[src/rtl/wdt_pkg.sv]
package wdt_pkg;
  localparam int ADDR_W    = 5;
  localparam int DATA_W    = 32;
  localparam int PERIOD_W  = 8;
  localparam int EXP_LIMIT = 4;
  localparam int EXP_W     = $clog2(EXP_LIMIT);

  localparam logic [ADDR_W-1:0] OFS_CFG    = 5'h00;
  localparam logic [ADDR_W-1:0] OFS_STS    = 5'h04;
  localparam logic [ADDR_W-1:0] OFS_CMD    = 5'h08;
  localparam logic [ADDR_W-1:0] OFS_UNLOCK = 5'h0C;
  localparam logic [ADDR_W-1:0] OFS_TMR    = 5'h10;

  localparam logic [DATA_W-1:0] UNLOCK_KEY = 32'h0000_C45A;

  localparam int CFG_PERIOD_LSB = 4;
  localparam int CFG_IRQ_BIT    = 12;
  localparam int CFG_RST_BIT    = 15;
  localparam int STS_COUNT_LSB  = 4;
  localparam int STS_EXP_LSB    = 12;
  localparam int CMD_START_BIT  = 0;
  localparam int CMD_STOP_BIT   = 1;
  localparam int TMR_PER_BIT    = 30;
  localparam int TMR_EN_BIT     = 31;

  typedef struct packed {
    logic start;
    logic stop;
    logic expiry;
  } wdt_strobe_t;

  typedef struct packed {
    logic [PERIOD_W-1:0] period;
    logic                irqEn;
    logic                rstEn;
  } wdt_cfg_t;
endpackage

[src/rtl/wdt_tick_timer.sv]
module wdt_tick_timer
  import wdt_pkg::*;
#(
  parameter int RELOAD_W = 30
) (
  input  logic              clk,
  input  logic              rstN,
  input  logic              tickUs,
  input  logic              wrEn,
  input  logic [DATA_W-1:0] wrData,
  output logic [DATA_W-1:0] ctrlWord,
  output logic              expiry
);
  localparam int PAD_W = TMR_PER_BIT - RELOAD_W;

  logic [RELOAD_W-1:0] reloadVal;
  logic [RELOAD_W-1:0] tickCnt;
  logic                periodic;
  logic                enable;

  always_ff @(posedge clk) begin
    if (!rstN) begin
      reloadVal <= '0;
      tickCnt   <= '0;
      periodic  <= 1'b0;
      enable    <= 1'b0;
      expiry    <= 1'b0;
    end else if (wrEn) begin
      reloadVal <= wrData[RELOAD_W-1:0];
      tickCnt   <= wrData[RELOAD_W-1:0];
      periodic  <= wrData[TMR_PER_BIT];
      enable    <= wrData[TMR_EN_BIT];
      expiry    <= 1'b0;
    end else if (enable && tickUs) begin
      if (tickCnt <= RELOAD_W'(1)) begin
        expiry  <= 1'b1;
        tickCnt <= reloadVal;
        if (!periodic) enable <= 1'b0;
      end else begin
        expiry  <= 1'b0;
        tickCnt <= tickCnt - RELOAD_W'(1);
      end
    end else begin
      expiry <= 1'b0;
    end
  end

  generate
    if (PAD_W > 0) begin : g_pad
      assign ctrlWord = {enable, periodic, {PAD_W{1'b0}}, reloadVal};
    end else begin : g_nopad
      assign ctrlWord = {enable, periodic, reloadVal};
    end
  endgenerate

  p_expiry_from_tick_r2: assert property (@(posedge clk) disable iff (!rstN)
    expiry |-> $past(tickUs));

  p_oneshot_stops_r3: assert property (@(posedge clk) disable iff (!rstN)
    (expiry && !periodic) |-> !enable);
endmodule

[src/rtl/wdt_ctrl.sv]
module wdt_ctrl
  import wdt_pkg::*;
(
  input  logic                clk,
  input  logic                rstN,
  input  logic                busWrEn,
  input  logic [ADDR_W-1:0]   busAddr,
  input  logic [DATA_W-1:0]   busWrData,
  input  logic [PERIOD_W-1:0] stsCount,
  input  logic [EXP_W-1:0]    stsExp,
  input  logic [DATA_W-1:0]   tmrWord,
  output wdt_cfg_t            cfg,
  output logic                cmdStart,
  output logic                cmdStop,
  output logic                tmrWr,
  output logic [DATA_W-1:0]   busRdData
);
  logic [3:0] timerSel;
  logic       unlocked;
  logic       cfgWr;
  logic       cmdWr;
  logic       unlockWr;

  assign cfgWr    = busWrEn && (busAddr == OFS_CFG);
  assign cmdWr    = busWrEn && (busAddr == OFS_CMD);
  assign unlockWr = busWrEn && (busAddr == OFS_UNLOCK);
  assign tmrWr    = busWrEn && (busAddr == OFS_TMR);

  assign cmdStop  = cmdWr && busWrData[CMD_STOP_BIT] && unlocked;
  assign cmdStart = cmdWr && busWrData[CMD_START_BIT] && !cmdStop;

  always_ff @(posedge clk) begin
    if (!rstN) begin
      cfg      <= '0;
      timerSel <= '0;
      unlocked <= 1'b0;
    end else begin
      if (cfgWr) begin
        timerSel   <= busWrData[3:0];
        cfg.period <= busWrData[CFG_PERIOD_LSB +: PERIOD_W];
        cfg.irqEn  <= busWrData[CFG_IRQ_BIT];
        cfg.rstEn  <= busWrData[CFG_RST_BIT];
      end
      if (unlockWr)   unlocked <= (busWrData == UNLOCK_KEY);
      else if (cmdWr) unlocked <= 1'b0;
    end
  end

  always_comb begin
    busRdData = '0;
    unique case (busAddr)
      OFS_CFG: begin
        busRdData[3:0]                       = timerSel;
        busRdData[CFG_PERIOD_LSB +: PERIOD_W] = cfg.period;
        busRdData[CFG_IRQ_BIT]               = cfg.irqEn;
        busRdData[CFG_RST_BIT]               = cfg.rstEn;
      end
      OFS_STS: begin
        busRdData[STS_COUNT_LSB +: PERIOD_W] = stsCount;
        busRdData[STS_EXP_LSB +: EXP_W]      = stsExp;
      end
      OFS_TMR: busRdData = tmrWord;
      default: busRdData = '0;
    endcase
  end

  p_unlock_consumed_r10: assert property (@(posedge clk) disable iff (!rstN)
    $past(cmdWr) |-> !unlocked);

  p_stop_needs_key_r9: assert property (@(posedge clk) disable iff (!rstN)
    cmdStop |-> $past(unlockWr || !busWrEn || (busAddr != OFS_CMD)));
endmodule

[src/rtl/wdt_datapath.sv]
module wdt_datapath
  import wdt_pkg::*;
(
  input  logic                clk,
  input  logic                rstN,
  input  wdt_strobe_t         strb,
  input  wdt_cfg_t            cfg,
  output logic [PERIOD_W-1:0] count,
  output logic [EXP_W-1:0]    expCnt,
  output logic                irqPulse,
  output logic                rstReq
);
  localparam logic [EXP_W-1:0] EXP_LAST = EXP_W'(EXP_LIMIT - 1);

  logic running;
  logic lastStage;

  assign lastStage = (expCnt == EXP_LAST);

  always_ff @(posedge clk) begin
    if (!rstN) begin
      running  <= 1'b0;
      count    <= '0;
      expCnt   <= '0;
      irqPulse <= 1'b0;
      rstReq   <= 1'b0;
    end else begin
      irqPulse <= 1'b0;
      rstReq   <= 1'b0;
      if (strb.stop) begin
        running <= 1'b0;
      end else if (strb.start) begin
        running <= 1'b1;
        count   <= cfg.period;
        expCnt  <= '0;
      end else if (running && strb.expiry) begin
        if (count <= PERIOD_W'(1)) begin
          count    <= cfg.period;
          irqPulse <= cfg.irqEn;
          if (lastStage) begin
            expCnt <= '0;
            rstReq <= cfg.rstEn;
          end else begin
            expCnt <= expCnt + EXP_W'(1);
          end
        end else begin
          count <= count - PERIOD_W'(1);
        end
      end
    end
  end

  p_rst_on_last_stage_r8: assert property (@(posedge clk) disable iff (!rstN)
    rstReq |-> (expCnt == '0) && ($past(expCnt) == EXP_LAST));

  p_rst_one_cycle_r8: assert property (@(posedge clk) disable iff (!rstN)
    rstReq |=> !rstReq);

  p_irq_from_expiry_r7: assert property (@(posedge clk) disable iff (!rstN)
    irqPulse |-> $past(strb.expiry) && $past(running));

  p_start_reloads_r5: assert property (@(posedge clk) disable iff (!rstN)
    $past(strb.start) |-> (count == $past(cfg.period)) && (expCnt == '0) && running);

  p_stop_only_by_cmd_r9: assert property (@(posedge clk) disable iff (!rstN)
    $fell(running) |-> $past(strb.stop));

  p_frozen_when_idle_r11: assert property (@(posedge clk) disable iff (!rstN)
    (!running && !strb.start) |=> $stable(count) && $stable(expCnt) && !irqPulse && !rstReq);
endmodule

[src/rtl/wdt_timer_paired.sv]
module wdt_timer_paired
  import wdt_pkg::*;
#(
  parameter int RELOAD_W = 30
) (
  input  logic              clk,
  input  logic              rstN,
  input  logic              tickUs,
  input  logic              busWrEn,
  input  logic [ADDR_W-1:0] busAddr,
  input  logic [DATA_W-1:0] busWrData,
  output logic [DATA_W-1:0] busRdData,
  output logic              irqPulse,
  output logic              sysResetReq
);
  wdt_cfg_t            cfg;
  wdt_strobe_t         strb;
  logic                cmdStart;
  logic                cmdStop;
  logic                tmrWr;
  logic                tmrExpiry;
  logic [DATA_W-1:0]   tmrWord;
  logic [PERIOD_W-1:0] count;
  logic [EXP_W-1:0]    expCnt;

  assign strb = '{start: cmdStart, stop: cmdStop, expiry: tmrExpiry};

  wdt_tick_timer #(.RELOAD_W(RELOAD_W)) u_timer (
    .clk(clk), .rstN(rstN), .tickUs(tickUs), .wrEn(tmrWr),
    .wrData(busWrData), .ctrlWord(tmrWord), .expiry(tmrExpiry)
  );

  wdt_ctrl u_ctrl (
    .clk(clk), .rstN(rstN), .busWrEn(busWrEn), .busAddr(busAddr),
    .busWrData(busWrData), .stsCount(count), .stsExp(expCnt),
    .tmrWord(tmrWord), .cfg(cfg), .cmdStart(cmdStart), .cmdStop(cmdStop),
    .tmrWr(tmrWr), .busRdData(busRdData)
  );

  wdt_datapath u_dp (
    .clk(clk), .rstN(rstN), .strb(strb), .cfg(cfg), .count(count),
    .expCnt(expCnt), .irqPulse(irqPulse), .rstReq(sysResetReq)
  );
endmodule

[config.mk]
export PLATFORM = sky130hd
export DESIGN_NAME = wdt_timer_paired
export DESIGN_NICKNAME = d
export VERILOG_FILES = /design/src/rtl/wdt_pkg.sv /design/src/rtl/wdt_tick_timer.sv /design/src/rtl/wdt_ctrl.sv /design/src/rtl/wdt_datapath.sv /design/src/rtl/wdt_timer_paired.sv
export SDC_FILE = /design/constraint.sdc
export NUM_CORES = 1
export LEC_CHECK = 0
export ABC_AREA = 1
export BUFFER_PORTS_ARGS = -buffer_cell sky130_fd_sc_hd__buf_2
export CAP_MARGIN = 30
export CORE_MARGIN = 2
export CORE_UTILIZATION = 50
export DETAILED_ROUTE_END_ITERATION = 6
export PLACE_DENSITY = 0.82
export SKIP_LAST_GASP = 1
export SLEW_MARGIN = 20
export SYNTH_ARGS = -nofsm -noshare
export SYNTH_HDL_FRONTEND = slang
export SYNTH_HIERARCHICAL = 1
export SYNTH_SLANG_ARGS = --single-unit
[constraint.sdc]
create_clock -name clk -period 3 [get_ports clk]
set_input_delay 0.3 -clock clk [delete_from_list [all_inputs] [get_ports clk]]
set_output_delay 0.3 -clock clk [all_outputs]
set_load 0.005 [all_outputs]
## Word level (Yosys, flattened, before mapping)

Cells that the tools add are included.

- Bitwise operators: 6
- $add $sub $neg: 3
- Eq/ne operators: 7
- Magnitude comparators: 2
- Mux-type cells: 23
- Reductions and logical operators: 24

Operators by type and width:

| operator | number |
|---|---|
| two-way mux 30 bit | 3 |
| equality test 32 x 16 -> 1 bit (second input constant) | 1 |
| less-or-equal comparator 30 x 1 -> 1 bit (second input constant) | 1 |
| subtractor 30 x 1 -> 30 bit (second input constant) | 1 |
| case mux 9 bit (3 select lines) | 1 |
| two-way mux 8 bit | 3 |
| two-way mux 16 bit | 1 |
| equality test 5 x 4 -> 1 bit (second input constant) | 2 |
| logical AND 1 bit | 10 |
| nonzero test 2 bit | 5 |
| less-or-equal comparator 8 x 1 -> 1 bit (second input constant) | 1 |
| two-way mux 1 bit | 8 |
| two-way mux 2 bit | 4 |
| case mux 4 bit (2 select lines) | 1 |
| subtractor 8 x 1 -> 8 bit (second input constant) | 1 |
| NOT 1 bit | 6 |
| AND reduction 3 bit | 2 |
| OR reduction 6 bit | 1 |
| equality test 5 x 3 -> 1 bit (second input constant) | 1 |
| equality test 5 bit (second input constant) | 1 |
| logical NOT 5 bit | 1 |
| OR reduction 5 bit | 1 |
| case mux 1 bit (2 select lines) | 2 |
| OR reduction 3 bit | 1 |
| other kinds (6) | 6 |

- Input port bits: 41
- Output and inout bits: 34
- Word-level logic and storage cells: 80
- Bits in registers: 91

## Longest topological paths before layout

Gate-level depths: netlist (run 1).

- Depth in word-level cells: 8
- Mapped depth: 13
- Gate-level depth less buffers: 13

## Hierarchy

Netlist (run 1), hierarchy kept.

Modules (own cells, without submodules):

| module | area each (sq um) | instances | seq. area each (sq um) | cells an instance |
|---|---|---|---|---|
| wdt_tick_timer | 3,816.2 | 1 | 1,261.2 | 604 |
| wdt_ctrl | 1,196.1 | 1 | 300.3 | 210 |
| wdt_datapath | 825.8 | 1 | 260.2 | 129 |

## Least setup slack after synthesis (run 1)

OpenSTA, ideal clock, no wires.

- Kind: input to register
- Start point: in busAddr[1]
- End point: reg u_timer.tickCnt[7]
- Stages: 10
- Data required time: 2,883 ps
- Buffers on the path: 2
- Slack: 1,126 ps
- Arrival: 1,757 ps
- Library setup time: 117 ps
- Cells stage by stage: nor2_4 > nand3_2 > nor2_1 > buf_2 > clkinv_1 > nand2_1 > clkbuf_1 > nand2_1 > a21oi_1 > nor2_1

- Word-level cells in the longest chain between the ends: 3
- Elaborated cells on any way between the ends: 4
- Those cells by class: 1 x eq/ne; 1 x mux; 2 x reduce/logical

RTL lines:

| what | RTL line | RTL |
|---|---|---|
| start, declared | wdt_timer_paired.sv:10 | `input logic [ADDR_W-1:0] busAddr,` |
| equality test 5 bit (*) | wdt_ctrl.sv:27 | `assign tmrWr = busWrEn && (busAddr == OFS_TMR);` |
| logical AND 1 bit (*) | wdt_ctrl.sv:27 |  |
| net tmrWr | wdt_timer_paired.sv:20 | `logic tmrWr;` |
| two-way mux 30 bit or nonzero test 2 bit (tied branches) | -- |  |
| end signal, assigned | wdt_tick_timer.sv:30 | `tickCnt <= wrData[RELOAD_W-1:0];` |
| end signal, assigned | wdt_tick_timer.sv:37 | `tickCnt <= reloadVal;` |
| end signal, assigned | wdt_tick_timer.sv:41 | `tickCnt <= tickCnt - RELOAD_W'(1);` |
| end, declared | wdt_tick_timer.sv:17 | `logic [RELOAD_W-1:0] tickCnt;` |

The timed path passes the listed nets; every way through them passes the cells marked *.
A chain may end at the register's enable or synchronous reset.

## Final worst setup path (run 1)

- Start point: reg u_timer.tickCnt[25]
- End point: reg u_timer.tickCnt[0]

- Word-level cells in the longest chain between the ends: 4

RTL lines:

| what | RTL line | RTL |
|---|---|---|
| less-or-equal comparator 30 x 1 -> 1 bit | wdt_tick_timer.sv:35 | `if (tickCnt <= RELOAD_W'(1)) begin` |
| two-way mux 30 bit | wdt_tick_timer.sv:35 |  |
| two-way mux 30 bit | wdt_tick_timer.sv:34 | `end else if (enable && tickUs) begin` |
| two-way mux 30 bit | wdt_tick_timer.sv:28 | `end else if (wrEn) begin` |

Every way passes these cells. The select of a mux whose other input is x is not followed.

==> results of run 1 <==
==> cells in the mapped netlist, types with 4 or more instances <==
cell type and count:
ha_1 5, nand2_2 9, nand2_4 5, dfxtp_1 91, a21oi_1 62, nand4_1 7, nor2_2 8, inv_1 144
nor3_1 10, o22ai_1 23, nand3_2 4, inv_2 5, a21oi_2 9, buf_1 5, buf_6 7, nand2_1 233
nor2_4 7, o21ai_1 8, o21ai_0 41, a22o_1 6, nor2_1 132, xor2_1 12, clkbuf_1 14, nand3_1 73
==> layer usage <==
layer,share of wire (%),global-route usage (%),routed length (um)
met5,0,0,0
met4,2.0,8.29,325
met3,7.7,5.24,1270
met2,46,42.1,7550
met1,44,35.1,7330
==> metrics by stage <==
stage	cell area (um2)	setup slack [ns]	total power (uW)	hold slack [ns]	utilization, %
after floorplan	5840	1.13	1670	0.411	-
after global placement	6270	0.867	1800	0.456	54.9
after detailed placement	6270	0.787	1800	0.458	54.9
after CTS	6610	0.991	3070	0.200	57.9
after global routing	6610	0.816	3190	0.214	57.9
final	6610	0.951	3070	0.207	57.9
==> power by group <==
group | internal [uW] | switching, uW | total, uW
clock | 762 | 521 | 1280
combinational | 181 | 377 | 558
sequential | 1220 | 12.2 | 1230
==> layout by cell type (no fill, tap or decap), types with 12 or more instances in the layout <==
cell type	Yosys	routed
nand3_1	73	73
buf_2	3	74
inv_1	144	144
xor2_1	12	12
dfxtp_1	91	91
o22ai_1	23	23
o21ai_0	41	41
nand2_1	233	233
nor2_1	132	131
a21oi_1	62	62
==> cells by family (layout without fill, tap and decap cells) <==
group                    Yosys count  after routing  synth area share, %
XOR/XNOR                          13             13                 1.95
AO/OA/AOI/OAI                    154            154                 14.9
buffers and inverters            185            251                 13.1
flip-flops                        91             91                 31.2
AND/OR/NAND/NOR                  495            495                 37.7
adder cells (fa/ha/maj)            5              5                 1.07
==> registers in the layout (all words and copies together), names as in the netlist, 2 cells and up <==
| signal | cells |
|---|---|
| u_timer/reloadVal | 30 |
| u_ctrl/cfg | 10 |
| u_dp/count | 8 |
| u_timer/tickCnt | 30 |
| u_dp/expCnt | 2 |
| u_ctrl/timerSel | 4 |
==> worst max path at each step <==
stage / end / slack [ns] / cells after the start
floorplan: u_timer/tickCnt[7]$_SDFFE_PN0P_ / 1.13 / 10
detailed placement: u_dp/count[0]$_SDFFE_PN0P_ / 0.79 / 11
finish: u_timer/tickCnt[0]$_SDFFE_PN0P_ / 0.95 / 9
global placement: u_dp/count[0]$_SDFFE_PN0P_ / 0.87 / 11
global route: u_timer/tickCnt[0]$_SDFFE_PN0P_ / 0.82 / 9
CTS: u_timer/tickCnt[0]$_SDFFE_PN0P_ / 0.99 / 9
==> layout make-up <==
| class | instances | area [um2] | share of cell area [%] |
|---|---|---|---|
| Clock buffer | 10 | 239 | 3.61 |
| Sequential cell | 91 | 1820 | 27.5 |
| Clock inverter | 6 | 95.1 | 1.44 |
| Inverter | 152 | 571 | 8.63 |
| Timing Repair Buffer | 83 | 450 | 6.81 |
| Tap cell | 143 | 179 | 2.71 |
| Multi-Input combinational cell | 667 | 3260 | 49.3 |
==> worst reg2reg max path: cells and delay by family, from the launching register on <==
kind | cells | cell delay, ns
DFF | 1 | 0.40
and+or+nand+nor | 8 | 1.44
AOI/OAI and AO/OA | 1 | 0.13
==> summary.txt, run 1 <==
Clock tree
  • Resized Gates After CTS: 0
  • Clk slew on worst S/H paths: around 0.070 ns
  • Clk buf depth: 2
  • Clock sink count: 91
  • CTS Root Cell: clkbuf_16
  • Post-CTS Setup Inserts: 0
  • Worst-Skew Late Latency: 0.35 ns
  • CTS HTree Levels: 3
  • CTS tree: done
  • Cts bufs inserted: 9
  • # hold bufs at CTS: 0

Outcome
  • Outcome: finished clean

Worst setup path
  • Most frequent CP cell: nand2_1
  • Flop2flop setup slack: between 0.9 and 1 ns
  • CP Cell Sequence: nor2_2, nand2_1, nor2_4, nand4_4, nand2_4, nand2_1, nand2_1, nand3_1, a21oi_1
  • Setup crit end kind: flop
  • Crit path DAT: ~2.3 ns
  • WP data required: roughly 3.3 ns
  • Slowest cell delay on critical path: about 0.42 ns
  • R2R cell count: 9
  • Critical path peak fanout: 19
  • Slowest CP cell: nor2_4
  • Reg2reg end: u_timer/tickCnt[0]$_SDFFE_PN0P_
  • Worst R2R Start: u_timer/tickCnt[25]$_SDFFE_PN0P_
  • Critical path class: flop to flop
  • Buf+Inv Stages, Crit Path: 0
  • Startpoint Class: flop
  • Crit. Startpoint: u_timer/tickCnt[25]$_SDFFE_PN0P_
  • Largest delay share family, worst path: simple AND/OR/NAND/NOR gates

Placed design
  • Global placer's final weighted congestion: approximately 0.96
  • HPWL after DPL: 12100 um
  • I/O Buffers: 74
  • Placed insts: roughly 1100

Detailed routing
  • Drt wl/cell: around 14 um
  • Via count: roughly 6300
  • Final wirelength: 16500 um
  • Antenna viol nets, final: 0
  • Starting DRT DRC Count: around 600
  • # DRC: 0
  • Via density: about 5.4
  • Initial DRT Pass Iterations: 6

Finish
  • Fill cell count: about 1100
  • Layout cells sized above 1: between 10% and 20%
  • Area Growth Syn to Fin: 13.3%
  • Antenna Cells: 0
  • Final #Nets: ~1100
  • Fin cells: roughly 1200

Synthesis
  • Cell accounting for the most synthesized area: dfxtp_1
  • Mapped Avg Cell Area: roughly 6.2 um2
  • Synth unique cells: 37
  • YS warnings: 6
  • Synth async-reset ratio: 0%
  • Seq/Total Area, Yosys: 31.2%
  • Top post-synthesis cells by area: dfxtp_1, nand2_1, inv_1
  • #FFs+latches synth: 91
  • Syn Inst Count: around 940
  • Ys flop type: dfxtp_1
  • Mapped Nets: about 990
  • Post-synth EDFFs: 0
  • Share of the synthesized area in the top cell type: between 30 and 40%
  • Mapped cell area: a little under 6000 um2

STA
  • Fin crit period: ~2.0 ns
  • Actual slew at the worst max-slew pin: ~0.58 ns
  • # setup viols final: 0
  • RSZ-0062 raised after global routing: false
  • Setup tns final: 0 ns
  • Final hold viol count: 0
  • Slew Viols, Final: 0
  • Worst slew margin: approximately 61%
  • Achievable frequency: 488 MHz
  • Crit share post-route: approximately 68%
  • Clock Skew: about 0.011 ns

Global route
  • Initial antenna violation count: 0
  • Pin count of the biggest net entering global routing: 53
  • First-pass GRT wire length: around 27000 um
  • Vias in the first global route: about 5500
  • Gr ovfl total: 0
  • GRT Total Usage: between 20% and 30%

Floorplanning
  • Die width: approximately 110 um
  • Rows: 39
  • Die Area: 12600 um2
  • Core area: 11400 um2
  • Initial Util: 51.1%
  • Vert. Die Dim: 112 um
  • I/O pins: 75

Worst hold path
  • Worst Hold End: u_timer/enable$_SDFFE_PN0P_
  • Worst hold stages: 3
  • HP Class: primary input to flop
  • Hold path start: busWrData[31]

Run
  • Max Cap Viol: 0

Pwr
  • Leakage power: 0.00314 uW
  • PD cells: about 460 nW/um2
  • Peak supply drop: 640 uV
No activity file was read; power rests on OpenSTA's default activity.
==> run 2, diff against run 1 <==
Settings changed: ABC_AREA 1 to 0, PLACE_DENSITY 0.82 to 0.86.
Clock period 3 ns to 1.85 ns, I/O delays scaled along.
==> run 2 against run 1 <==
The flow now finishes with violations (design-rule violations, negative setup slack). Maximum frequency decreased by 17%. Clock skew about the same. Wire length increased by 22%. Non-clock buffer count increased by 113. Sequential share of layout area decreased by 1.9 points. Cell count decreased by 18%. Area after synthesis decreased by 9.5%. Synthesized cell count decreased by 32%. First-iteration DRC count increased by 51%. Critical path type unchanged. Critical endpoint is now u_timer/tickCnt[27]$_SDFFE_PN0P_.
==> summary.txt, run 2 <==
Outcome
  • Outcome: finished, violations left
  • Failing checks: design-rule violations, negative setup slack

Worst setup path
  • Crit. Startpoint: u_timer/tickCnt[8]$_SDFFE_PN0P_
  • Buf+Inv Stages, Crit Path: 1
  • Slowest cell delay on critical path: about 0.6 ns
  • Critical path class: flop to flop
  • Crit path DAT: roughly 2.7 ns
  • Setup crit end kind: flop
  • Flop2flop setup slack: -0.62 ns
  • Startpoint Class: flop
  • WP data required: ~2.1 ns
  • Slowest CP cell: or4_4
  • CP Cell Sequence: or4_4, or4_4, buf_4, or2_4, o32a_1, o21ai_1, o21ai_1
  • R2R cell count: 7
  • Largest delay share family, worst path: simple AND/OR/NAND/NOR gates
  • Critical path peak fanout: 6
  • Reg2reg end: u_timer/tickCnt[27]$_SDFFE_PN0P_
  • Worst R2R Start: u_timer/tickCnt[8]$_SDFFE_PN0P_

Worst hold path
  • Worst Hold End: u_timer/enable$_SDFFE_PN0P_
  • Hold path start: busWrData[31]
  • Worst hold stages: 3
  • HP Class: primary input to flop

Clock tree
  • CTS Root Cell: clkbuf_8
  • Worst-Skew Late Latency: 0.39 ns
  • Cts bufs inserted: 9
  • Clock sink count: 91
  • Clk slew on worst S/H paths: about 0.10 ns
  • Clk buf depth: 2
  • CTS HTree Levels: 3
  • CTS tree: done

STA
  • Slew Viols, Final: 0
  • Worst slew margin: between 50% and 60%
  • Min Hold Slack: 0.0730 ns
  • Setup tns final: -16.61 ns
  • # setup viols final: 32
  • Final hold viol count: 0
  • Worst setup margin: -0.615 ns
  • Actual slew at the worst max-slew pin: 0.654 ns
  • Achievable frequency: between 400 and 500 MHz
  • Crit share post-route: 133%
  • RSZ-0062 raised after global routing: true
  • Fin crit period: ~2.5 ns
  • Clock Skew: ~0.011 ns

Global route
  • Initial antenna violation count: 0
  • Gr ovfl total: 0
  • Vias in the first global route: about 6000
  • GRT Total Usage: 34.9%
  • Pin count of the biggest net entering global routing: 38
  • First-pass GRT wire length: ~31000 um

Floorplanning
  • Rows: 37
  • Initial Util: around 51%
  • Core area: around 10000 um2
  • I/O pins: 75
  • Die width: between 100 and 150 um
  • Die Area: ~11000 um2
  • Vert. Die Dim: 107 um

Synthesis
  • #FFs+latches synth: 91
  • Top post-synthesis cells by area: dfxtp_1, mux2i_1, nor2b_1
  • Ys flop type: dfxtp_1
  • Post-synth EDFFs: 0
  • Share of the synthesized area in the top cell type: around a third
  • Syn Inst Count: around 640
  • Synth unique cells: 65
  • YS warnings: 6
  • Commonest cells post-synth: dfxtp_1, nand2_1, nor2b_1
  • Seq/Total Area, Yosys: about 34%
  • Mapped Nets: around 700
  • Mapped Avg Cell Area: a little over 8 um2
  • Mapped cell area: 5280 um2
  • Synth async-reset ratio: 0%
  • Cell accounting for the most synthesized area: dfxtp_1
  • Count leader, synth: dfxtp_1

Finish
  • Leading registers by flop count: u_timer/reloadVal: 30 flops, u_timer/tickCnt: 30 flops, u_ctrl/cfg: 10 flops
  • Area Growth Syn to Fin: 34.4%
  • Commonest non-fill, non-tap cell in the layout: buf_4
  • Most frequent cells in the layout: buf_4, dfxtp_1, buf_2, nand2_1, nor2b_1
  • Antenna Cells: 0
  • Layout cells sized above 1: ~33%
  • Design area: approximately 7100 um2
  • Final #Nets: roughly 850

Detailed routing
  • Antenna viol nets, final: 0
  • Via density: ~6.6
  • # DRC: 6
  • Drt wl/cell: 21.3 um
  • Final wirelength: around 20000 um
  • Initial DRT Pass Iterations: 7
  • Via count: around 6200
  • Starting DRT DRC Count: between 900 and 1000

Pwr
  • PD cells: 680 nW/um2
  • Leakage power: between 0.003 and 0.004 uW
  • Peak supply drop: approximately 360 uV

Placed design
  • Placed Area: approximately 6600 um2
  • Setup WS pre-CTS: -0.681 ns
  • Global placer's final weighted congestion: a little over 0.9
  • I/O Buffers: 74
  • HPWL after DPL: ~13000 um

Run
  • Max Cap Viol: 0
==> run 2: cell types whose count changed after synthesis, sizes merged, moves of 16 or more <==
| cell | before | now |
|---|---|---|
| nand2 | 247 | 63 |
| inv | 149 | 22 |
| nor2 | 148 | 29 |
| nand3 | 77 | 19 |
| a21oi | 71 | 20 |
| nor2b | 0 | 42 |
| mux2i | 0 | 38 |
| and3 | 0 | 23 |
| nor3 | 10 | 30 |
| clkbuf | 15 | 32 |
| o22ai | 23 | 6 |
| o21ai | 52 | 36 |
==> run 2: power by group <==
part / switching (uW) / internal, uW / total, uW
registers: 15.9 / 1980 / 1990
clock network: 803 / 771 / 1570
logic: 663 / 600 / 1260
==> run 2: layer usage <==
layer / global-route usage, % / wire length, um
met5: 0 / 0
met4: 19.0 / 1130
met3: 7.84 / 2330
met1: 44.3 / 7530
met2: 54.9 / 9070
==> run 2: cells by family after synthesis <==
logic type	after synthesis	synth area share (%)
adder cells (fa/ha/maj)	5	1.18
AO/OA/AOI/OAI	153	20.8
AND/OR/NAND/NOR	265	27.7
flip-flops	91	34.5
multiplexers	38	7.20
XOR/XNOR	18	2.98
buffers and inverters	68	5.64
==> run 2: worst max path at each step <==
stage	end	depth (start not counted)
final	u_timer/tickCnt[27]$_SDFFE_PN0P_	7
after global placement	u_timer/tickCnt[15]$_SDFFE_PN0P_	6
after floorplan	u_timer/tickCnt[18]$_SDFFE_PN0P_	8
after detailed placement	u_timer/tickCnt[27]$_SDFFE_PN0P_	7
after CTS	u_timer/tickCnt[7]$_SDFFE_PN0P_	7
after global routing	u_timer/tickCnt[27]$_SDFFE_PN0P_	7
==> run 2: tightest hold or removal path, cell delays in order <==
cell      delay [ns]
buf_2           0.11
nand2_1         0.05
a21boi_0        0.07
==> run 2: repair_timing <==
item,4_1_cts,5_1_grt
pin swaps,11,9
setup buffers,12,1
resized for setup,26,16
endpoints found under the setup margin,32,39
hold buffers,0,0
gates cloned,3,0
==> run 2: layout make-up <==
| type | instances | area (um2) |
|---|---|---|
| repair buffers | 196 | 1400 |
| multi-input cells | 480 | 3400 |
| inverters | 22 | 82.6 |
| clock buffers | 9 | 124 |
| fillers | 745 | 3180 |
| clock inverters | 7 | 98.8 |
| flip-flops and latches | 91 | 1820 |
| well taps | 136 | 170 |
==> run 2: per-stage QoR <==
step	cells	power [uW]	utilization (%)
after floorplan	638	2600	-
after global routing	941	4950	69.1
after global placement	909	2920	63.8
after detailed placement	909	2940	63.8
final	941	4830	69.1
after CTS	940	4700	68.2
==> run 3, diff against run 2 <==
Settings changed: ABC_AREA 0 to 1, PLACE_DENSITY 0.86 to 0.85.
==> run 3 against run 2 <==
The flow now finishes without violations. Sequential share of layout area grew 0.85 points. Wire length shrank 14%. Final area shrank 3.3%. Core utilization shrank 9.0 points. Register-to-register slack gained 0.69 ns. Worst setup slack gained 0.69 ns. Non-clock buffer count shrank 91. Sequential cell count is the same. Cell count grew 25%. Critical path depth grew 3. Count of clock-buffer cells in the layout grew 2. Largest cell class unchanged. Largest power group is now clock.
==> summary.txt, run 3 (synthesis results as in run 1) <==
STA
  • Clock Skew: roughly 0.011 ns
  • Setup tns final: 0 ns
  • # setup viols final: 0
  • Actual slew at the worst max-slew pin: about 0.46 ns
  • Worst slew margin: 69.0%
  • Final hold viol count: 0
  • Min Hold Slack: approximately 0.09 ns
  • Crit share post-route: between 90% and 100%
  • Achievable frequency: around 560 MHz
  • Slew Viols, Final: 0
  • Fin crit period: ~1.8 ns

Placed design
  • Global placer's final weighted congestion: between 1 and 1.5
  • Placed insts: between 1000 and 1500
  • Placed Area: ~6500 um2
  • I/O Buffers: 74
  • HPWL after DPL: 12300 um

Global route
  • First-pass GRT wire length: around 28000 um
  • Initial antenna violation count: 0
  • Gr ovfl total: 0
  • GRT Total Usage: a little over a quarter
  • Pin count of the biggest net entering global routing: 46
  • Vias in the first global route: roughly 5700

Floorplanning
  • Rows: 39
  • Die Area: about 13000 um2
  • I/O pins: 75
  • Initial Util: 51.1%
  • Die width: 112 um
  • Vert. Die Dim: about 110 um
  • Core area: ~11000 um2

Worst setup path
  • Critical path class: flop to flop
  • Crit. Startpoint: u_timer/tickCnt[0]$_SDFFE_PN0P_
  • CP Cell Sequence: inv_1, ha_2, nand2_4, nor2_8, nand4_4, nand2_4, buf_4, nand3_1, nand3_1, a21oi_1
  • Crit path DAT: roughly 2.0 ns
  • WP data required: ~2.1 ns
  • Setup crit end kind: flop
  • Worst R2R Start: u_timer/tickCnt[0]$_SDFFE_PN0P_
  • Slowest CP cell: dfxtp_1
  • Slowest cell delay on critical path: 0.32 ns
  • Startpoint Class: flop
  • Critical path peak fanout: 7

Pwr
  • PD cells: approximately 740 nW/um2
  • Leakage power: 0.00326 uW
  • Total Power: 5060 uW
  • Peak supply drop: 897 uV

Finish
  • Final #Nets: 1074
  • Leading registers by flop count: u_timer/reloadVal: 30 flops, u_timer/tickCnt: 30 flops, u_ctrl/cfg: 10 flops
  • Fin cells: 1176
  • Design area: ~7000 um2
  • Fill cell count: roughly 1000
  • Area Growth Syn to Fin: 17.6%
  • Layout cells sized above 1: a little under a fifth
  • Commonest non-fill, non-tap cell in the layout: nand2_1
  • Most frequent cells in the layout: nand2_1, inv_1, nor2_1, dfxtp_1, buf_2
  • Antenna Cells: 0

Detailed routing
  • Final wirelength: between 15000 and 20000 um
  • Via count: 6390
  • # DRC: 0
  • Drt wl/cell: approximately 15 um
  • Starting DRT DRC Count: a little over 700
  • Initial DRT Pass Iterations: 5
  • Via density: 5.43
  • Antenna viol nets, final: 0

Clock tree
  • Clock sink count: between 90 and 100
  • Worst-Skew Late Latency: ~0.36 ns
  • Clk slew on worst S/H paths: 0.07 ns
  • Cts bufs inserted: 9
  • CTS Root Cell: clkbuf_16
  • Clk buf depth: 2
  • CTS tree: done
  • CTS HTree Levels: 3

Outcome
  • Outcome: finished clean

Run
  • Max Cap Viol: 0

Worst hold path
  • Hold path start: busWrData[30]
  • HP Class: primary input to flop
-- run 3: cell count changes in the layout (fill, tap and decap cells not counted), sizes merged, moves of 38 or more --
cell   change
a21oi     +51
buf       -90
inv      +127
mux2i     -38
nand2    +186
nand3     +58
nor2     +119
nor2b     -42
-- run 3: metal layers --
layer / vias up / part of all wire, % / GRT usage [%] / wire, um
li1: 3155 / - / - / -
met1: 2882 / 44 / 36.6 / 7510
met2: 315 / 46 / 42.9 / 7920
met3: 38 / 8.7 / 5.94 / 1510
met4: 0 / 1.8 / 9.11 / 308
met5: - / 0 / 0 / 0
-- run 3: what timing repair did --
action	4_1_cts	5_1_grt
hold buffers	0	0
setup buffers	0	2
endpoints found under the setup margin	0	31
resized for setup	0	16
-- run 3: final timing paths --
path                                                          to  slack, ns  cells past startpoint
worst max register to register  u_timer/tickCnt[20]$_SDFFE_PN0P_       0.08                     10
worst min register to register            u_dp/rstReq$_SDFF_PP0_       0.48                      2
worst min-delay path               u_timer/periodic$_SDFFE_PN0P_       0.09                      3
worst max-delay path            u_timer/tickCnt[20]$_SDFFE_PN0P_       0.08                     10
-- run 3: critical path: cells and delay by family, from the launching register on --
family | cells | cell delay, ns
AND/OR/NAND/NOR | 6 | 0.72
flip-flops | 1 | 0.32
buffers and inverters | 2 | 0.32
adder cells (fa/ha/maj) | 1 | 0.24
AO/OA/AOI/OAI | 1 | 0.06
-- run 3: area by class of cell --
class / instances / area (um2) / share of cell area [%]
clock buffer: 11 / 233 / 3.39
tap: 143 / 179 / 2.61
inverter: 152 / 571 / 8.31
timing repair buffer: 105 / 641 / 9.33
multi-input combinational: 669 / 3330 / 48.6
clock inverter: 5 / 85.1 / 1.24
sequential: 91 / 1820 / 26.5
-- run 3: through the flow --
step	util (%)	worst slack [ns]
2_1_floorplan	-	0.0909
3_3_place_gp	56.5	0.162
4_1_cts	59.3	0.0461
5_1_grt	60.1	-0.0159
3_5_place_dp	56.5	0.0727
6_report	60.1	0.0786
-- run 3: report_power, final --
group,internal (uW),total (uW),switching [uW]
Sequential,1980,2000,18.9
Combinational,360,1030,669
Clock,1200,2040,841
Total,3540,5060,1530
